File: src/rtl/dma_chain_pkg.sv
package dma_chain_pkg;

  typedef enum logic [2:0] {
    ST_IDLE,
    ST_HDR_REQ,
    ST_HDR_WAIT,
    ST_PAY_REQ,
    ST_PAY_WAIT,
    ST_PAY_OUT,
    ST_NODE_END,
    ST_DONE
  } walk_state_e;

endpackage

File: src/rtl/dma_chain_cost.sv
module dma_chain_cost #(
  parameter int CYC_W     = 32,
  parameter int LEN_W     = 8,
  parameter int NODE_COST = 10,
  parameter int PAY_COST  = 5
) (
  input  logic             clk_i,
  input  logic             rst_ni,
  input  logic             clear_i,
  input  logic             add_i,
  input  logic [LEN_W-1:0] len_i,
  output logic [CYC_W-1:0] total_o
);

  logic [CYC_W-1:0] acc_q;
  logic [CYC_W-1:0] inc;

  always_comb begin
    inc = CYC_W'(NODE_COST);
    if (len_i != '0) inc = inc + CYC_W'(PAY_COST) + CYC_W'(len_i);
  end

  always_ff @(posedge clk_i or negedge rst_ni) begin
    if (!rst_ni)      acc_q <= '0;
    else if (clear_i) acc_q <= '0;
    else if (add_i)   acc_q <= acc_q + inc;
  end

  assign total_o = acc_q;

endmodule

File: src/rtl/dma_chain_loopdet.sv
module dma_chain_loopdet #(
  parameter int ADDR_W   = 24,
  parameter int NODE_W   = 32,
  parameter int THR_INIT = 32
) (
  input  logic              clk_i,
  input  logic              rst_ni,
  input  logic              init_i,
  input  logic [ADDR_W-1:0] init_addr_i,
  input  logic              step_i,
  input  logic [ADDR_W-1:0] next_addr_i,
  output logic              hit_o
);

  logic [ADDR_W-1:0] chk_q;
  logic [NODE_W-1:0] thr_q;
  logic [NODE_W-1:0] cnt_q;

  assign hit_o = (next_addr_i == chk_q);

  always_ff @(posedge clk_i or negedge rst_ni) begin
    if (!rst_ni) begin
      chk_q <= '0;
      thr_q <= NODE_W'(THR_INIT);
      cnt_q <= '0;
    end else if (init_i) begin
      chk_q <= init_addr_i;
      thr_q <= NODE_W'(THR_INIT);
      cnt_q <= '0;
    end else if (step_i) begin
      if (cnt_q == thr_q) begin
        chk_q <= next_addr_i;
        thr_q <= thr_q << 1;
      end
      cnt_q <= cnt_q + 1'b1;
    end
  end

endmodule

File: src/rtl/dma_chain_emit.sv
module dma_chain_emit #(
  parameter int DATA_W = 32
) (
  input  logic              clk_i,
  input  logic              rst_ni,
  input  logic              load_i,
  input  logic [DATA_W-1:0] data_i,
  input  logic              ready_i,
  output logic              valid_o,
  output logic [DATA_W-1:0] data_o,
  output logic              taken_o
);

  logic              vld_q;
  logic [DATA_W-1:0] dat_q;

  assign taken_o = vld_q & ready_i;

  always_ff @(posedge clk_i or negedge rst_ni) begin
    if (!rst_ni) begin
      vld_q <= 1'b0;
      dat_q <= '0;
    end else if (load_i) begin
      vld_q <= 1'b1;
      dat_q <= data_i;
    end else if (taken_o) begin
      vld_q <= 1'b0;
    end
  end

  assign valid_o = vld_q;
  assign data_o  = dat_q;

endmodule

File: src/rtl/dma_chain_walker.sv
module dma_chain_walker #(
  parameter int ADDR_W      = 24,
  parameter int WIN_W       = 21,
  parameter int DATA_W      = 32,
  parameter int LEN_W       = 8,
  parameter int CYC_W       = 32,
  parameter int NODE_W      = 32,
  parameter int THR_INIT    = 32,
  parameter int NODE_COST   = 10,
  parameter int PAY_COST    = 5,
  parameter int PAUSE_LIMIT = 512
) (
  input  logic              clk_i,
  input  logic              rst_ni,
  input  logic              start_i,
  input  logic [ADDR_W-1:0] start_addr_i,
  input  logic              incr_i,
  output logic              mem_req_o,
  output logic [WIN_W-1:0]  mem_addr_o,
  input  logic              mem_rvalid_i,
  input  logic [DATA_W-1:0] mem_rdata_i,
  output logic              out_valid_o,
  input  logic              out_ready_i,
  output logic [DATA_W-1:0] out_data_o,
  output logic              busy_o,
  output logic              done_o,
  output logic [ADDR_W-1:0] final_addr_o,
  output logic [CYC_W-1:0]  cycles_o,
  output logic              loop_o
);

  import dma_chain_pkg::*;

  localparam int END_BIT = ADDR_W - 1;
  localparam int WORD_B  = DATA_W / 8;

  walk_state_e       state_q;
  logic [ADDR_W-1:0] cur_q, next_q, final_q;
  logic [LEN_W-1:0]  left_q;
  logic [WIN_W-1:0]  ptr_q;
  logic              incr_q, loop_q;

  logic [LEN_W-1:0]  hdr_len;
  logic [ADDR_W-1:0] hdr_next;
  logic [WIN_W-1:0]  cur_base;
  logic              launch, cost_add, ld_init, ld_step, ld_hit;
  logic              emit_load, emit_taken, over_budget;

  assign hdr_len  = mem_rdata_i[DATA_W-1 -: LEN_W];
  assign hdr_next = mem_rdata_i[ADDR_W-1:0];
  assign cur_base = {cur_q[WIN_W-1:2], 2'b00};

  assign launch    = (state_q == ST_IDLE) && start_i;
  assign cost_add  = (state_q == ST_HDR_WAIT) && mem_rvalid_i;
  assign emit_load = (state_q == ST_PAY_WAIT) && mem_rvalid_i;
  assign ld_init   = launch;
  assign over_budget = incr_q && (cycles_o > CYC_W'(PAUSE_LIMIT));
  assign ld_step   = (state_q == ST_NODE_END) && !over_budget && !ld_hit;

  dma_chain_cost #(
    .CYC_W(CYC_W), .LEN_W(LEN_W), .NODE_COST(NODE_COST), .PAY_COST(PAY_COST)
  ) i_cost (
    .clk_i(clk_i), .rst_ni(rst_ni), .clear_i(launch), .add_i(cost_add),
    .len_i(hdr_len), .total_o(cycles_o)
  );

  dma_chain_loopdet #(
    .ADDR_W(ADDR_W), .NODE_W(NODE_W), .THR_INIT(THR_INIT)
  ) i_loopdet (
    .clk_i(clk_i), .rst_ni(rst_ni), .init_i(ld_init), .init_addr_i(start_addr_i),
    .step_i(ld_step), .next_addr_i(next_q), .hit_o(ld_hit)
  );

  dma_chain_emit #(.DATA_W(DATA_W)) i_emit (
    .clk_i(clk_i), .rst_ni(rst_ni), .load_i(emit_load), .data_i(mem_rdata_i),
    .ready_i(out_ready_i), .valid_o(out_valid_o), .data_o(out_data_o),
    .taken_o(emit_taken)
  );

  always_ff @(posedge clk_i or negedge rst_ni) begin
    if (!rst_ni) begin
      state_q <= ST_IDLE;
      cur_q   <= '0;
      next_q  <= '0;
      final_q <= '0;
      left_q  <= '0;
      ptr_q   <= '0;
      incr_q  <= 1'b0;
      loop_q  <= 1'b0;
    end else begin
      unique case (state_q)
        ST_IDLE: if (start_i) begin
          cur_q  <= start_addr_i;
          incr_q <= incr_i;
          loop_q <= 1'b0;
          if (start_addr_i[END_BIT]) begin
            final_q <= start_addr_i;
            state_q <= ST_DONE;
          end else begin
            state_q <= ST_HDR_REQ;
          end
        end
        ST_HDR_REQ: state_q <= ST_HDR_WAIT;
        ST_HDR_WAIT: if (mem_rvalid_i) begin
          next_q  <= hdr_next;
          left_q  <= hdr_len;
          ptr_q   <= cur_base + WIN_W'(WORD_B);
          state_q <= (hdr_len != '0) ? ST_PAY_REQ : ST_NODE_END;
        end
        ST_PAY_REQ: state_q <= ST_PAY_WAIT;
        ST_PAY_WAIT: if (mem_rvalid_i) begin
          left_q  <= left_q - 1'b1;
          ptr_q   <= ptr_q + WIN_W'(WORD_B);
          state_q <= ST_PAY_OUT;
        end
        ST_PAY_OUT: if (emit_taken) begin
          state_q <= (left_q == '0) ? ST_NODE_END : ST_PAY_REQ;
        end
        ST_NODE_END: begin
          if (over_budget) begin
            final_q <= next_q;
            state_q <= ST_DONE;
          end else if (ld_hit) begin
            final_q <= next_q;
            loop_q  <= 1'b1;
            state_q <= ST_DONE;
          end else begin
            cur_q <= next_q;
            if (next_q[END_BIT]) begin
              final_q <= next_q;
              state_q <= ST_DONE;
            end else begin
              state_q <= ST_HDR_REQ;
            end
          end
        end
        ST_DONE: state_q <= ST_IDLE;
        default: state_q <= ST_IDLE;
      endcase
    end
  end

  always_comb begin
    mem_req_o  = (state_q == ST_HDR_REQ) || (state_q == ST_PAY_REQ);
    mem_addr_o = (state_q == ST_HDR_REQ) ? cur_base : ptr_q;
  end

  assign busy_o       = (state_q != ST_IDLE);
  assign done_o       = (state_q == ST_DONE);
  assign final_addr_o = final_q;
  assign loop_o       = loop_q;

endmodule

File: config.mk
export PLATFORM = sky130hd
export DESIGN_NAME = dma_chain_walker
export DESIGN_NICKNAME = d
export VERILOG_FILES = /design/src/rtl/dma_chain_pkg.sv /design/src/rtl/dma_chain_cost.sv /design/src/rtl/dma_chain_loopdet.sv /design/src/rtl/dma_chain_emit.sv /design/src/rtl/dma_chain_walker.sv
export SDC_FILE = /design/constraint.sdc
export NUM_CORES = 1
export LEC_CHECK = 0
export BUFFER_PORTS_ARGS = -buffer_cell sky130_fd_sc_hd__buf_2
export CORE_ASPECT_RATIO = 0.8
export CORE_MARGIN = 10
export CORE_UTILIZATION = 45
export DETAILED_ROUTE_END_ITERATION = 6
export GPL_ROUTABILITY_DRIVEN = 0
export PLACE_DENSITY = 0.67
export SLEW_MARGIN = 20
export SYNTH_ARGS = -nofsm -noshare
export SYNTH_HDL_FRONTEND = slang
export SYNTH_SLANG_ARGS = --single-unit
File: constraint.sdc
create_clock -name clk_i -period 4.3 [get_ports clk_i]
set_clock_uncertainty 0.2 [all_clocks]
set_input_delay 0 -clock clk_i [delete_from_list [all_inputs] [get_ports clk_i]]
set_output_delay 0 -clock clk_i [all_outputs]
set_load 0.01 [all_outputs]
* Word-level counts from Yosys, hierarchy flattened
Cells that the tools add are included.
** Word-level totals
- Memory bits (read-only) :: 0
- Memory bits (writable) :: 0
- Output and inout bits :: 114
- Bits of input ports :: 62
- Register bits :: 256
- Memories kept :: 0
- Bits in latches :: 0
** Cells by class
- Reduce and logical (&&, ||, !) cells :: 27
- Bitwise logic cells :: 1
- Order comparisons :: 1
- Add/sub/neg operators :: 6
- Equality and inequality tests :: 18
- Shift operators :: 0
- Div/mod/pow operators :: 0
- Muxes and demuxes :: 45
- Multipliers :: 0
** Operator list (number)
- 32-bit two-way mux :: 8
- 24-bit two-way mux :: 8
- 21-bit two-way mux :: 6
- 21-bit one-hot mux with 2 select lines :: 2
- 24-bit one-hot mux with 2 select lines :: 1
- 21-bit by 3-bit adder with 21-bit output (second input constant) :: 2
- 32-bit by 1-bit adder with 32-bit output (second input constant) :: 1
- 32-bit adder :: 1
- 32-bit == test :: 1
- 32-bit by 10-bit > comparator with 1-bit output (second input constant) :: 1
- 3-bit two-way mux :: 10
- 24-bit == test :: 1
- 3-bit one-hot mux with 8 select lines :: 1
- 8-bit two-way mux :: 2
- 2-bit != test (second input constant) :: 8
- 8-bit one-hot mux with 2 select lines :: 1
- 4-bit AND reduction :: 4
- 3-bit == test (second input constant) :: 4
- 2-bit nonzero test :: 6
- 4-bit by 8-bit adder with 9-bit output (first input constant) :: 1
- 8-bit zero test :: 1
- 8-bit nonzero test :: 1
- 8-bit by 1-bit subtractor with 8-bit output (second input constant) :: 1
- 3-bit by 2-bit == test with 1-bit output (second input constant) :: 2
- other kinds (12) :: 24

* Longest topological paths before layout
- Depth in word-level cells :: 7
- Depth in mapped cells :: 13
- Gate-level depth less buffers :: 13

* Cells and area by module
From an unflattened synthesis, not the netlist that was laid out.
** Unflattened totals
- Cells, all modules :: 1490
- Area total of the unflattened synthesis :: 13939.6 um2
** Modules (own cells, without submodules)
- dma_chain_walker :: area an instance 5790.6 um2, cells each 657, seq. area each 2477.4 um2, instances 1
- dma_chain_loopdet :: area an instance 4500.6 um2, cells each 500, seq. area each 2078.2 um2, instances 1
- dma_chain_cost :: area an instance 2264.7 um2, cells each 261, seq. area each 800.8 um2, instances 1
- dma_chain_emit :: area an instance 1383.8 um2, cells each 72, seq. area each 825.8 um2, instances 1

* Worst setup path before layout
No wires, ideal clock.
- Path kind :: flip-flop to flip-flop
- From :: reg state_q[0]
- To :: reg ptr_q[18]
- Arrival :: 2.985 ns
- Cell stages (with the launch flop) :: 14
- Path buffers :: 5
- Data required time :: 3.996 ns
- Slack :: 1.011 ns
- Library setup time :: 0.104 ns
- Path through :: dfrtp_1 > nor3b_1 > buf_2 > buf_1 > buf_2 > buf_1 > nand2_1 > nand2_1 > ha_1 > clkbuf_1 > nand3_1 > a211oi_1 > o21ai_0 > a221oi_1
** On the way
- Word-level cells in the longest chain between the ends :: 3
- Elaborated cells between the ends (all ways) :: 7
- Those cells by class :: eq/ne (4); mux (1); reduce/logical (2)
** Ends and longest elaborated chain
- start: declaration :: line dma_chain_walker.sv:37 : walk_state_e state_q;
- start signal: assignment :: line dma_chain_walker.sv:108 : state_q <= (hdr_len != '0) ? ST_PAY_REQ : ST_NODE_END;
- start signal: assignment :: line dma_chain_walker.sv:117 : state_q <= (left_q == '0) ? ST_NODE_END : ST_PAY_REQ;
- 3-bit == test or 3-bit by 2-bit == test with 1-bit output (tied branches) :: line dma_chain_walker.sv:91 : unique case (state_q)
- 2-bit != test (no line) or 2-bit nonzero test (tied branches)
- 3-bit AND reduction (no line)
- end signal: assignment :: line dma_chain_walker.sv:107 : ptr_q <= cur_base + WIN_W'(WORD_B);
- end signal: assignment :: line dma_chain_walker.sv:113 : ptr_q <= ptr_q + WIN_W'(WORD_B);
- end: declaration :: line dma_chain_walker.sv:40 : logic [WIN_W-1:0] ptr_q;
Several ways; a longest one is shown, not always the timed one.
A chain may end at the register's enable or synchronous reset.

* Final worst setup path
- From :: reg i_cost.acc_q[5], in the netlist i_cost.total_o[5]
- To :: reg i_loopdet.chk_q[22]
** On the way
- Word-level cells in the longest chain between the ends :: 7
** Ends and longest elaborated chain
- start: declaration :: line dma_chain_cost.sv:15 : logic [CYC_W-1:0] acc_q;
- start signal: assignment :: line dma_chain_cost.sv:26 : else if (add_i) acc_q <= acc_q + inc;
- 32-bit by 10-bit > comparator with 1-bit output :: line dma_chain_walker.sv:57 : assign over_budget = incr_q && (cycles_o > CYC_W'(PAUSE_LIMIT));
- 1-bit logical AND :: line dma_chain_walker.sv:57
- 1-bit zero test :: line dma_chain_walker.sv:58 : assign ld_step = (state_q == ST_NODE_END) && !over_budget && !ld_hit;
- 1-bit logical AND (2 in series) :: line dma_chain_walker.sv:58
- 2-bit nonzero test (no line)
- 2-bit AND reduction (no line)
- end signal: assignment :: line dma_chain_loopdet.sv:27 : chk_q <= init_addr_i;
- end signal: assignment :: line dma_chain_loopdet.sv:32 : chk_q <= next_addr_i;
- end: declaration :: line dma_chain_loopdet.sv:15 : logic [ADDR_W-1:0] chk_q;
No other way between the ends.

==> summary.txt <==
Worst EP required = 4.59 ns
status = completed
complex-gate fraction of the synthesized area = 16.21%
floorplan core area = 30520 um^2
post-cts repair resize count = 0
wire length per cell after detailed routing = 19.86 um
share of cell area taken by muxes after synthesis = 7.314%
Initial Utilization = 45.84%
arrival time reported for the critical path endpoint = 3.81 ns
post-layout net count = 1836
main combinational cell family by area after synthesis = simple AND/OR/NAND/NOR gates
most frequent CP cell = sky130_fd_sc_hd__a31oi_1
crit start category = register
count of distinct cell types in the synthesized netlist = 80
start point of the worst min-delay path = mem_rdata_i[7]
maximum count of clock buffers along a single path = 3
CTS tree = built
crit path launch = i_cost.total_o[5]$_DFFE_PN0P_
CP Capture Type = register
global-route wire length before repair = 69.72 mm
remaining max-slew budget at the tightest pin = 33.78%
DRC violations left = 0
vias per cell = 5.969
list of cells traversed by the critical path = nor4_1 -> a31oi_1 -> o31ai_4 -> o211a_1 -> buf_4 -> nand3_1 -> a31oi_1 -> dlygate4sd3_1
total negative slack = 0 ns
maximum number of pins on one net before global-route repair = 108
number of flops mapped to enable cells by yosys = 0
growth of design area from synthesis to finish = 21.31%
post-synthesis sequential area ratio = 44.18%
total half-perimeter wirelength after legalization and detailed placement = 29.33 mm
number of buffers and inverters on the critical path = 2
PnR Total Power = 11.51 mW
cell area after technology mapping = 13990 um^2
n_diodes = 0
transition time of the tightest slew-check pin = 0.9909 ns
latest clock arrival within the worst-skew pair = 0.55 ns
Ports = 176
Total Die Area = 38590 um^2
total via count after detailed routing = 13066
reported max-cap violation count = 0
worst IR drop on VDD = 368.5 uV
commonest cells after routing, fill and taps aside = 246 x sky130_fd_sc_hd__dfrtp_1, 236 x sky130_fd_sc_hd__nand2_1, 172 x sky130_fd_sc_hd__buf_2
final number of max-transition violations = 0
standard-cell row count = 57
# setup viols final = 0
pwr dens = 678.3 nW/um^2
Largest delay share family, worst path = compound AO/OA/AOI/OAI gates
crit path setup slack, layout = 0.7733 ns
count of yosys warnings during synthesis = 0
Tmin final = 3.527 ns
simple logic cell fraction of the synthesized area = 22.28%
number of global-route vias before repair = 12480
Static Leakage = 7.388 nW
Num CTS Buffers = 27
worst-case setup slack after placement = 0.9295 ns
filler cell count in the final layout = 2755
die extent in y = 177.7 um
H-tree depth = 1
highest-delay cell along the critical path = sky130_fd_sc_hd__dlygate4sd3_1
number of hold-slack violations in the final timing report = 0
port buffer count = 173
highest clock frequency the design can meet = 0.2836 GHz
DRT antenna net count = 0
kind of critical path = register to register
number of clock sinks = 247
Post-Syn Area per Cell = 8.976 um^2
overall routing resource usage = 22.02%
Chip Width = 217.2 um
Clock Pin Slew Worst Setup and Hold Paths = 0.06 ns
largest incremental delay on the critical path = 0.58 ns
DRT Wirelength = 43.47 mm
Post-Layout Inst Area = 16980 um^2
CTS root buffer = sky130_fd_sc_hd__clkbuf_16
violation count after the first detailed-route iteration = 1377
first-pass iteration count of the detailed router = 5
most common cell after layout, fill and taps aside = sky130_fd_sc_hd__dfrtp_1
grt ovf = 0
top_reg_cell synth = sky130_fd_sc_hd__dfrtp_1
setup repair after global routing missed its margin = false
instance count of the mapped netlist = 1559
fin crit share = 82.02%
fraction of layout cells with a size suffix above 1 = 18.92%
area share of fa/ha/maj cells after synthesis = 1.484%
share of the synthesized netlist area taken by xor and xnor gates = 4.569%
async set or reset register ratio after synthesis = 100.0%
startpoint of the most critical register-to-register path = i_cost.total_o[5]$_DFFE_PN0P_
Hold WC Path Type = input pin to register
maximum fanout along the worst path = 51
synthesis-stage register bit count = 247
antenna violations before repair = 0
total cell area at the placement stage = 15200 um^2
## where the power goes
| part | total (mW) | switching [mW] | internal [mW] |
|---|---|---|---|
| registers | 4.35 | 1.11 | 3.24 |
| logic | 4.62 | 2.57 | 2.05 |
| clock network | 2.55 | 0.970 | 1.58 |
## path summary, 6_finish.rpt
path,to,slack [ns],cells past startpoint
hold / removal,next_q[7]$_DFFE_PN0P_,0.01,4
min in group asynchronous,i_cost.total_o[21]$_DFFE_PN0P_,0.47,4
hold reg to reg,i_emit.data_o[21]$_DFFE_PN0P_,0.30,1
setup reg to reg,i_loopdet.chk_q[22]$_DFFE_PN0P_,0.77,8
setup / recovery,i_loopdet.chk_q[22]$_DFFE_PN0P_,0.77,8
max in group asynchronous,next_q[14]$_DFFE_PN0P_,2.92,4
## Yosys cell counts, types with 7 or more instances
master | instances | area [um^2]
sky130_fd_sc_hd__o21ai_0 | 87 | 435.4
sky130_fd_sc_hd__a221oi_1 | 26 | 227.7
sky130_fd_sc_hd__xor2_1 | 27 | 236.5
sky130_fd_sc_hd__nor3_1 | 31 | 155.2
sky130_fd_sc_hd__xnor2_1 | 46 | 402.9
sky130_fd_sc_hd__inv_1 | 28 | 105.1
sky130_fd_sc_hd__and3_1 | 36 | 225.2
sky130_fd_sc_hd__a31oi_1 | 24 | 150.1
sky130_fd_sc_hd__dfrtp_1 | 246 | 6156
sky130_fd_sc_hd__or4_1 | 17 | 127.6
sky130_fd_sc_hd__buf_2 | 20 | 100.1
sky130_fd_sc_hd__nand3_1 | 110 | 550.5
sky130_fd_sc_hd__clkbuf_1 | 70 | 262.8
sky130_fd_sc_hd__nand2b_1 | 16 | 100.1
sky130_fd_sc_hd__mux2i_1 | 28 | 280.3
sky130_fd_sc_hd__nor2_1 | 90 | 337.8
sky130_fd_sc_hd__nand4_1 | 27 | 168.9
sky130_fd_sc_hd__a21oi_1 | 95 | 475.5
sky130_fd_sc_hd__or3_1 | 11 | 68.82
sky130_fd_sc_hd__buf_1 | 16 | 60.06
sky130_fd_sc_hd__nor4_1 | 19 | 118.9
sky130_fd_sc_hd__nand2_1 | 237 | 889.6
sky130_fd_sc_hd__a211oi_1 | 7 | 52.55
sky130_fd_sc_hd__mux2_2 | 62 | 698.2
sky130_fd_sc_hd__o22ai_1 | 10 | 62.56
sky130_fd_sc_hd__o31ai_1 | 13 | 97.59
sky130_fd_sc_hd__o211ai_1 | 36 | 270.3
sky130_fd_sc_hd__ha_1 | 15 | 187.7
## cell type report
cell class | count | area (um^2) | area share, %
inverters | 28 | 105.1 | 0.6192
multi-input cells | 1176 | 7311 | 43.07
well taps | 413 | 516.7 | 3.044
clock buffers | 37 | 793.3 | 4.673
flip-flops and latches | 247 | 6182 | 36.42
clock inverters | 10 | 175.2 | 1.032
repair buffers | 278 | 1892 | 11.14
## registers in the layout, summed over array words and instances, names as in the netlist
| register | count |
|---|---|
| i_loopdet.cnt_q | 32 |
| i_loopdet.chk_q | 24 |
| final_addr_o | 24 |
| cur_q | 19 |
| i_emit.valid_o | 1 |
| loop_o | 1 |
| i_emit.data_o | 32 |
| left_q | 8 |
| i_cost.total_o | 32 |
| i_loopdet.thr_q | 27 |
| state_q | 3 |
| next_q | 24 |
| incr_q | 1 |
| ptr_q | 19 |
## per-layer routing
metal / part of all wire, % / vias to the layer above / GRT usage, % / routed length (um)
met4: 2.5 / 0 / 5.438 / 1090
met5: 0 / - / 0 / 0
met1: 44 / 6398 / 30.66 / 19240
met3: 9.7 / 65 / 6.126 / 4198
li1: - / 6045 / - / -
met2: 44 / 558 / 33.12 / 18940
## worst reg2reg max path: stages, from the launching register on
cell	delay, ns
sky130_fd_sc_hd__dfrtp_1	0.44
sky130_fd_sc_hd__nor4_1	0.33
sky130_fd_sc_hd__a31oi_1	0.22
sky130_fd_sc_hd__o31ai_4	0.52
sky130_fd_sc_hd__o211a_1	0.32
sky130_fd_sc_hd__buf_4	0.53
sky130_fd_sc_hd__nand3_1	0.14
sky130_fd_sc_hd__a31oi_1	0.20
sky130_fd_sc_hd__dlygate4sd3_1	0.58
## kinds of logic after synthesis
kind of cell    count (synthesis)
compound gates                353
xor+xnor                       73
fa+ha+maj                      16
buf+inv                       137
flops                         247
mux                            94
other cells                     1
simple gates                  638
## repair_timing
item	4_1_cts	5_1_grt
buffers inserted	0	0
hold buffers	79	0
endpoints found under the hold margin	261	0
endpoints found under the setup margin	0	0
## stage by stage
step | hold slack (ns) | cells | util (%)
after floorplan | -0.4956 | 1560 | -
after global placement | -0.07696 | 2063 | 49.79
final | 0.01289 | 2189 | 55.61
after CTS | 0.0002830 | 2189 | 55.61
after detailed placement | -0.07616 | 2063 | 49.79
after global routing | 0.04280 | 2189 | 55.61
Note: power is estimated with default switching activity, not from simulation.
